### config.mk
export PLATFORM = sky130hd
export DESIGN_NAME = seg_addr_decoder
export DESIGN_NICKNAME = d
export VERILOG_FILES = /design/src/rtl/seg_dec_pkg.sv /design/src/rtl/seg_win_match.sv /design/src/rtl/seg_iso_ctrl.sv /design/src/rtl/seg_addr_decoder.sv
export SDC_FILE = /design/constraint.sdc
export NUM_CORES = 1
export LEC_CHECK = 0
export ABC_AREA = 1
export BUFFER_PORTS_ARGS = -buffer_cell sky130_fd_sc_hd__buf_4
export CORE_MARGIN = 5
export CORE_UTILIZATION = 30
export DETAILED_ROUTE_END_ITERATION = 12
export GPL_TIMING_DRIVEN = 0
export PLACE_DENSITY = 0.79
export SKIP_CTS_REPAIR_TIMING = 1
export SYNTH_ARGS = -nofsm -noshare
export SYNTH_HDL_FRONTEND = slang
export SYNTH_SLANG_ARGS = --single-unit
### constraint.sdc
create_clock -name clk -period 1.2 [get_ports clk]
set_input_delay 0.18 -clock clk [delete_from_list [all_inputs] [get_ports clk]]
set_output_delay 0.18 -clock clk [all_outputs]
set_load 0.01 [all_outputs]
### src/rtl/seg_dec_pkg.sv
package seg_dec_pkg;
  localparam int ADDR_W = 32;
  localparam int DATA_W = 32;
  localparam int OFF_W  = 23;
  localparam int RGN_N  = 5;

  localparam int RG_RAM  = 0;
  localparam int RG_ROM  = 1;
  localparam int RG_SPAD = 2;
  localparam int RG_IO   = 3;
  localparam int RG_CCTL = 4;

  localparam int NUM_RAM_WIN = 3;
  localparam int NUM_ROM_WIN = 2;

  function automatic logic [ADDR_W-1:0] ram_win_base(int idx);
    case (idx)
      0:       return 32'h0000_0000;
      1:       return 32'h8000_0000;
      default: return 32'hA000_0000;
    endcase
  endfunction

  function automatic logic [ADDR_W-1:0] rom_win_base(int idx);
    case (idx)
      0:       return 32'h1FC0_0000;
      default: return 32'hBFC0_0000;
    endcase
  endfunction

  localparam logic [ADDR_W-1:0] SPAD_BASE = 32'h1F80_0000;
  localparam logic [ADDR_W-1:0] IO_BASE   = 32'h1F80_1000;
  localparam logic [ADDR_W-1:0] CCTL_BASE = 32'hFFFE_0000;
endpackage

### src/rtl/seg_win_match.sv
module seg_win_match
  import seg_dec_pkg::*;
#(
  parameter logic [ADDR_W-1:0] BASE = '0,
  parameter int SPAN_LOG2  = 12,
  parameter int LOCAL_LOG2 = 12
) (
  input  logic [ADDR_W-1:0] addr,
  output logic              hit,
  output logic [OFF_W-1:0]  off
);
  assign hit = (addr[ADDR_W-1:SPAN_LOG2] == BASE[ADDR_W-1:SPAN_LOG2]);

  always_comb begin
    off = '0;
    off[LOCAL_LOG2-1:0] = addr[LOCAL_LOG2-1:0];
  end
endmodule

### src/rtl/seg_iso_ctrl.sv
module seg_iso_ctrl
  import seg_dec_pkg::*;
#(
  parameter int PAGE_LOG2 = 12,
  parameter logic [PAGE_LOG2-1:0] REG_OFF = 12'h130,
  parameter logic [DATA_W-1:0] ON_A  = 32'h0000_0800,
  parameter logic [DATA_W-1:0] ON_B  = 32'h0000_0804,
  parameter logic [DATA_W-1:0] OFF_A = 32'h0000_0000,
  parameter logic [DATA_W-1:0] OFF_B = 32'h0001_E988
) (
  input  logic                 clk,
  input  logic                 rst_n,
  input  logic                 wr_fire,
  input  logic                 page_hit,
  input  logic [PAGE_LOG2-1:0] page_off,
  input  logic [DATA_W-1:0]    wdata,
  output logic                 iso_q
);
  logic reg_hit;
  assign reg_hit = wr_fire && page_hit && (page_off == REG_OFF);

  always_ff @(posedge clk) begin
    if (!rst_n) begin
      iso_q <= 1'b0;
    end else if (reg_hit) begin
      if (wdata == ON_A || wdata == ON_B)
        iso_q <= 1'b1;
      else if (wdata == OFF_A || wdata == OFF_B)
        iso_q <= 1'b0;
    end
  end
endmodule

### src/rtl/seg_addr_decoder.sv
module seg_addr_decoder
  import seg_dec_pkg::*;
#(
  parameter int RAM_LOG2     = 21,
  parameter int RAM_WIN_LOG2 = 23,
  parameter int ROM_LOG2     = 19,
  parameter int PAGE_LOG2    = 12
) (
  input  logic               clk,
  input  logic               rst_n,
  input  logic               in_valid,
  output logic               in_ready,
  input  logic               acc_write,
  input  logic [ADDR_W-1:0]  acc_addr,
  input  logic [DATA_W-1:0]  acc_wdata,
  output logic               out_valid,
  input  logic               out_ready,
  output logic [RGN_N-1:0]   rgn_sel,
  output logic [OFF_W-1:0]   rgn_off,
  output logic               rgn_unmapped,
  output logic               rgn_wr_en,
  input  logic [DATA_W-1:0]  tgt_rdata,
  output logic [DATA_W-1:0]  rsp_rdata
);
  logic [NUM_RAM_WIN-1:0] ram_hit_w;
  logic [OFF_W-1:0]       ram_off_w [NUM_RAM_WIN];
  logic [NUM_ROM_WIN-1:0] rom_hit_w;
  logic [OFF_W-1:0]       rom_off_w [NUM_ROM_WIN];
  logic                   spad_hit, io_hit, cctl_hit;
  logic [OFF_W-1:0]       spad_off, io_off, cctl_off;
  logic [OFF_W-1:0]       ram_off, rom_off;
  logic                   iso_q;
  logic                   wr_fire;

  for (genvar g = 0; g < NUM_RAM_WIN; g++) begin : g_ram
    seg_win_match #(
      .BASE(ram_win_base(g)), .SPAN_LOG2(RAM_WIN_LOG2), .LOCAL_LOG2(RAM_LOG2)
    ) u_win (.addr(acc_addr), .hit(ram_hit_w[g]), .off(ram_off_w[g]));
  end

  for (genvar g = 0; g < NUM_ROM_WIN; g++) begin : g_rom
    seg_win_match #(
      .BASE(rom_win_base(g)), .SPAN_LOG2(ROM_LOG2), .LOCAL_LOG2(ROM_LOG2)
    ) u_win (.addr(acc_addr), .hit(rom_hit_w[g]), .off(rom_off_w[g]));
  end

  seg_win_match #(.BASE(SPAD_BASE), .SPAN_LOG2(PAGE_LOG2), .LOCAL_LOG2(PAGE_LOG2))
    u_spad (.addr(acc_addr), .hit(spad_hit), .off(spad_off));
  seg_win_match #(.BASE(IO_BASE), .SPAN_LOG2(PAGE_LOG2), .LOCAL_LOG2(PAGE_LOG2))
    u_io (.addr(acc_addr), .hit(io_hit), .off(io_off));
  seg_win_match #(.BASE(CCTL_BASE), .SPAN_LOG2(PAGE_LOG2), .LOCAL_LOG2(PAGE_LOG2))
    u_cctl (.addr(acc_addr), .hit(cctl_hit), .off(cctl_off));

  // Mirror folding: all windows of one region share the same local bits.
  always_comb begin
    ram_off = '0;
    for (int i = 0; i < NUM_RAM_WIN; i++)
      if (ram_hit_w[i]) ram_off = ram_off | ram_off_w[i];
    rom_off = '0;
    for (int i = 0; i < NUM_ROM_WIN; i++)
      if (rom_hit_w[i]) rom_off = rom_off | rom_off_w[i];
  end

  assign in_ready  = out_ready;
  assign out_valid = in_valid;
  assign wr_fire   = in_valid && out_ready && acc_write;

  seg_iso_ctrl #(.PAGE_LOG2(PAGE_LOG2)) u_iso (
    .clk(clk), .rst_n(rst_n), .wr_fire(wr_fire), .page_hit(cctl_hit),
    .page_off(cctl_off[PAGE_LOG2-1:0]), .wdata(acc_wdata), .iso_q(iso_q)
  );

  always_comb begin
    rgn_sel = '0;
    rgn_sel[RG_RAM]  = |ram_hit_w;
    rgn_sel[RG_ROM]  = |rom_hit_w;
    rgn_sel[RG_SPAD] = spad_hit;
    rgn_sel[RG_IO]   = io_hit;
    rgn_sel[RG_CCTL] = cctl_hit;
  end

  assign rgn_unmapped = ~|rgn_sel;

  always_comb begin
    rgn_off = '0;
    if (rgn_sel[RG_RAM])       rgn_off = ram_off;
    else if (rgn_sel[RG_ROM])  rgn_off = rom_off;
    else if (rgn_sel[RG_SPAD]) rgn_off = spad_off;
    else if (rgn_sel[RG_IO])   rgn_off = io_off;
    else if (rgn_sel[RG_CCTL]) rgn_off = cctl_off;
  end

  always_comb begin
    rgn_wr_en = 1'b0;
    if (acc_write) begin
      if (rgn_sel[RG_RAM])                      rgn_wr_en = !iso_q;
      else if (rgn_sel[RG_SPAD] || rgn_sel[RG_IO]) rgn_wr_en = 1'b1;
    end
  end

  assign rsp_rdata = (|rgn_sel[RG_IO:RG_RAM]) ? tgt_rdata : '0;
endmodule

# Word-level counts from Yosys, hierarchy flattened
# Index checks and enable logic that the tools add are counted.
[word_totals]
regBits = 1
input_bits = 101
[op_classes]
n_eq_ne = 11
muxes = 16
bitwise_logic = 3
n_reduce_logical = 17
[ops]
columns = ["operator", "count"]
rows = [
  ["23-bit 2-to-1 mux", 4],
  ["32-bit by 12-bit equality test with 1-bit output, second input constant", 2],
  ["21-bit 2-to-1 mux", 2],
  ["20-bit by 17-bit equality test with 1-bit output, second input constant", 2],
  ["12-bit 2-to-1 mux", 3],
  ["32-bit by 17-bit equality test with 1-bit output, second input constant", 1],
  ["32-bit zero test", 1],
  ["32-bit 2-to-1 mux", 1],
  ["23-bit by 19-bit OR with 23-bit output", 1],
  ["23-bit by 21-bit OR with 23-bit output", 1],
  ["21-bit OR", 1],
  ["20-bit equality test, second input constant", 1],
  ["19-bit 2-to-1 mux", 1],
  ["9-bit equality test, second input constant", 2],
  ["13-bit by 10-bit equality test with 1-bit output, second input constant", 1],
  ["13-bit equality test, second input constant", 1],
  ["12-bit by 9-bit equality test with 1-bit output, second input constant", 1],
  ["9-bit zero test", 1],
  ["8-bit OR reduction", 1],
  ["7-bit OR reduction", 1],
  ["1-bit 2-to-1 mux", 5],
  ["1-bit logical AND", 4],
  ["1-bit logical OR", 3],
  ["3-bit OR reduction", 1],
  ["other kinds (4)", 5],
]

# Longest topological paths before layout
[logic_depth]
depth_word = 7
ltp_mapped = 11
depth_no_buf = 10

# Hierarchy
# From an unflattened synthesis, not the netlist that was laid out.
[unflattened]
hier_cells = 892
hier_area_um2 = 4352.9
[by_module_without_submodules]
columns = ["module", "instances", "cells_each", "area_each_um2"]
rows = [
  ["seg_addr_decoder", 1, 485, 2065.7],
  ["seg_iso_ctrl", 1, 95, 404.1],
  ["seg_win_match (u_io)", 1, 47, 266.5],
  ["seg_win_match (u_spad)", 1, 46, 262.8],
  ["seg_win_match (u_cctl)", 1, 44, 254.0],
  ["seg_win_match (g_rom[0].u_win)", 1, 41, 240.2],
  ["seg_win_match (g_rom[1].u_win)", 1, 39, 232.7],
  ["seg_win_match (g_ram[2].u_win)", 1, 32, 211.5],
  ["seg_win_match (g_ram[0].u_win)", 1, 32, 207.7],
  ["seg_win_match (g_ram[1].u_win)", 1, 31, 207.7],
]

# Least setup slack after synthesis
# No wires, ideal clock.
[synth_timing]
kind = "input port to output port"
from = "input port acc_addr[30]"
to = "output port rgn_off[0]"
arrival_time_ps = 1155
slack_ps = -135
stages = 8
path_buffers = 1
path_cell_list = "nor2_1 nand2_1 nor2_1 nand3_1 nand2_2 nor2_1 buf_2 a21oi_1"
[synth_via]
elab_chain_len = 7
word_cells_on_any_way = 23
cone_classes = "eq/ne: 7; mux: 10; bitwise: 3; reduce/logical: 3"
[synth_rtl]
columns = ["element", "line_no", "rtl"]
rows = [
  ["start: declaration", "seg_addr_decoder.sv:14", "input logic [ADDR_W-1:0] acc_addr,"],
  ["9-bit zero test", "seg_win_match.sv:12", "assign hit = (addr[ADDR_W-1:SPAN_LOG2] == BASE[ADDR_W-1:SPAN_LOG2]);"],
  ["21-bit 2-to-1 mux", "seg_addr_decoder.sv:58", "if (ram_hit_w[i]) ram_off = ram_off | ram_off_w[i];"],
  ["21-bit OR", "seg_addr_decoder.sv:58", ""],
  ["21-bit 2-to-1 mux", "seg_addr_decoder.sv:58", ""],
  ["23-bit by 21-bit OR with 23-bit output", "seg_addr_decoder.sv:58", ""],
  ["23-bit 2-to-1 mux", "seg_addr_decoder.sv:58", ""],
  ["23-bit 2-to-1 mux *", "seg_addr_decoder.sv:86", "if (rgn_sel[RG_RAM]) rgn_off = ram_off;"],
  ["end: declaration", "seg_addr_decoder.sv:19", "output logic [OFF_W-1:0] rgn_off,"],
]
# Mark *: on every way between the ends. The rest lies on a longest branch, timed or not.

# Worst setup path in the final report
[layout_timing]
from = "input port acc_addr[30]"
to = "output port rsp_rdata[3]"
[layout_via]
elab_chain_len = 3
word_cells_on_any_way = 9
cone_classes = "eq/ne: 6; mux: 1; reduce/logical: 2"
[layout_rtl]
columns = ["element", "line_no", "rtl"]
rows = [
  ["20-bit by 17-bit equality test with 1-bit output, or another cell as far along", "seg_win_match.sv:12", ""],
  ["7-bit OR reduction *", "seg_addr_decoder.sv:101", "assign rsp_rdata = (|rgn_sel[RG_IO:RG_RAM]) ? tgt_rdata : '0;"],
  ["32-bit 2-to-1 mux *", "seg_addr_decoder.sv:101", ""],
  ["end: declaration", "seg_addr_decoder.sv:23", "output logic [DATA_W-1:0] rsp_rdata"],
]
# Marks and branches as above.

==> reports/results.txt <==
Portion of synthesized cell area occupied by the leading cell type - 22.1%
Final setup violation count - 60
Hold Fails Final Rpt - 0
Seq/Total Area, Yosys - 1.53%
Final-stage net count - 571
R2r setup slk - 650 ps
RR Startpoint - u_iso.iso_q
Post-route worst setup slack - -400 ps
Class of the tightest hold or removal check - primary input to register
Critical Path Source Type - primary input
Post-Route Utilization - 73.2%
Power after layout - 584 uW
First-pass DRT Iterations - 4
Overflow left after global routing - 0
RSZ-0062 raised after global routing - true
IR drop worst, VDD - 0.125 mV
Number of cells on the worst reg-to-reg path - 2
Top post-synthesis cells by area - sky130_fd_sc_hd__nand2_1, sky130_fd_sc_hd__inv_1, sky130_fd_sc_hd__nor2_1
Post-synth EDFFs - 0
Static power due to leakage - 1.85 nW
Most common cell in the netlist - sky130_fd_sc_hd__nand2_1
Launch point of the critical path - acc_addr[30]
Initial antenna violation count - 0
Cell type with the highest aggregate area in the netlist - sky130_fd_sc_hd__nand2_1
Max Clk Rate - 625 MHz
Ports placed on the boundary - 165
Req. time, crit path - 1020 ps
Internal Pwr Total - 350 uW
Via count of the first global-routing pass - 2069
Final clock period utilization by the worst path - 133%
Violated checks - setup timing
Number of remaining DRC errors - 0
HPWL after DPL - 5210 um
Post-Layout Cell Count - 520
Wire length after detailed routing - 6500 um
Ys async rst share - 0%
Cells after synthesis - 292
Number of antenna cells inserted - 0
Die Outline Area - 0.00578 sq mm
Fillers - 378
Yosys Warn Count - 0
Detailed-route via count - 2345
Cell types with the highest counts after synthesis - sky130_fd_sc_hd__nand2_1, sky130_fd_sc_hd__inv_1, sky130_fd_sc_hd__nor2_1
GR Util met3 - 4.61%
Overall fraction of global-route tracks in use - 17.9%
Layout cell share with drive strength beyond 1 - 63.2%
Initial DRC count - 61
Setup skew after layout - 0 ps
Final setup TNS - -20270 ps
Synthesis-to-layout area growth - 140%
Largest registers - u_iso.iso_q (1)
Post-DRT Antenna Nets - 0
Largest Register - u_iso.iso_q
Power spent charging and discharging nets - 234 uW
Worst Setup Path Type - primary input to output pin
Chip Width - 76.1 um
R2R Path End - u_iso.iso_q
Sequential share of power - 5.8%
Number of pins with negative max-slew slack in the final report - 0
Number of placed cells counting well taps - 507
Wire length of the first global-routing pass - 9160 um
Clock latency on the worst-skew pair - 0 ps
Result of the run - finished, violations left
Switching part of the total - 40.1%
M1 GR Usage - 19.3%
Top fanout value on the critical path - 10
Relative contribution of the clock network to total power - 0%
Per-instance average area after synthesis - 4.48 sq um
Clock-pin slew on the worst setup and hold paths - 0 ps
Count of port buffers added during placement - 162
Dominant register cell in the synthesized netlist - sky130_fd_sc_hd__dfxtp_1
Routed length per placed instance - 12.5 um
Endpoint class of the critical path - output pin
Busiest metal layer after global routing - met2
Fin crit period - 1600 ps
Cell variety after synth - 26
Per-cell via count in the routed design - 4.51
Pin count of the biggest net entering global routing - 11
Area taken by flip-flops and latches - 20.0 sq um
Register bit count reported by yosys - 1
Power Dens Cells - 186 mW/mm^2
Area of the multi-input gates - 0.00117 sq mm
# rows - 24
Hold slack - 408 ps
Cell area after synthesis - 0.00131 sq mm
DIE HEIGHT - 76.1 um
Capture point of the critical path - rsp_rdata[3]
GR Util met2 - 35.5%
Arr. time, crit path - 1420 ps
MaxCap Viol Count - 0
Core Region - 0.00429 sq mm
Largest register FFs - 1
Placer Congestion - 0.841
Effective utilization at floorplan - 30.5%
Comb pwr share - 94.2%
[kinds of logic (layout without fill, tap and decap cells)]
logic type	Yosys count	count (layout)	share of synthesized area, %
simple gates	174	174	58.7
buf+inv	100	275	32.6
other cells	1	2	0.287
flops	1	1	1.53
compound gates	16	16	6.88
[worst max-delay path, cell delays in order]
cell                      delay, ps
sky130_fd_sc_hd__buf_4          140
sky130_fd_sc_hd__nor2_4         130
sky130_fd_sc_hd__nand2_2         70
sky130_fd_sc_hd__nor2_2         160
sky130_fd_sc_hd__nand3_2        110
sky130_fd_sc_hd__nand2_4        100
sky130_fd_sc_hd__nor2_4          40
sky130_fd_sc_hd__nand2_4        110
sky130_fd_sc_hd__buf_6          150
sky130_fd_sc_hd__nand2_1         60
sky130_fd_sc_hd__inv_2           40
sky130_fd_sc_hd__buf_4          110
[area by class of cell]
type / count / share of cell area, %
Timing Repair Buffer: 175 / 45.0
Sequential cell: 1 / 0.637
Multi-Input combinational cell: 192 / 37.3
Inverter: 88 / 11.1
Buffer: 12 / 3.98
Tap cell: 52 / 2.07
[cells in the final DEF, fill, tap and decap left out, types with 2 or more instances in the layout]
master / n
sky130_fd_sc_hd__a21oi_1: 2
sky130_fd_sc_hd__inv_4: 5
sky130_fd_sc_hd__nor2_1: 34
sky130_fd_sc_hd__inv_2: 37
sky130_fd_sc_hd__buf_6: 23
sky130_fd_sc_hd__nand3_2: 2
sky130_fd_sc_hd__buf_12: 2
sky130_fd_sc_hd__nand3_1: 3
sky130_fd_sc_hd__a21boi_1: 2
sky130_fd_sc_hd__a21oi_4: 7
sky130_fd_sc_hd__nor2_4: 11
sky130_fd_sc_hd__nand2_4: 6
sky130_fd_sc_hd__nor2_2: 12
sky130_fd_sc_hd__nor3_1: 3
sky130_fd_sc_hd__conb_1: 2
sky130_fd_sc_hd__buf_8: 3
sky130_fd_sc_hd__nand2_2: 19
sky130_fd_sc_hd__inv_1: 45
sky130_fd_sc_hd__buf_4: 159
sky130_fd_sc_hd__nand2_1: 63
sky130_fd_sc_hd__nand4_1: 14
sky130_fd_sc_hd__a21oi_2: 2
[power groups by stage]
stage               Combinational (mW)  Clock [mW]  Sequential (mW)
floorplan                        0.148           0           0.0339
global placement                 0.457           0           0.0339
detailed placement               0.466           0           0.0339
CTS                              0.468           0           0.0339
global route                     0.596           0           0.0339
finish                           0.550           0           0.0339
[how the worst min path moves through the flow]
stage	start	slack, ps	endpoint	cells past startpoint
2_1_floorplan	rst_n	290	u_iso.iso_q	2
3_5_place_dp	rst_n	410	u_iso.iso_q	3
5_1_grt	rst_n	440	u_iso.iso_q	3
4_1_cts	rst_n	410	u_iso.iso_q	3
3_3_place_gp	rst_n	410	u_iso.iso_q	3
6_report	rst_n	410	u_iso.iso_q	3
[through the flow]
stage          instance area (sq um)  worst slack [ps]
2_1_floorplan                   1490             -62.8
3_3_place_gp                    2770              -421
3_5_place_dp                    2770              -448
4_1_cts                         2770              -450
5_1_grt                         3140              -510
6_report                        3140              -400
[per-layer routing]
| metal | vias to the layer above | wire length (um) |
|---|---|---|
| met4 | 0 | 91 |
| met3 | 10 | 586 |
| met1 | 1027 | 2290 |
| met5 | - | 0 |
| li1 | 1190 | - |
| met2 | 118 | 3540 |
Power figures use the tool's default switching activity.
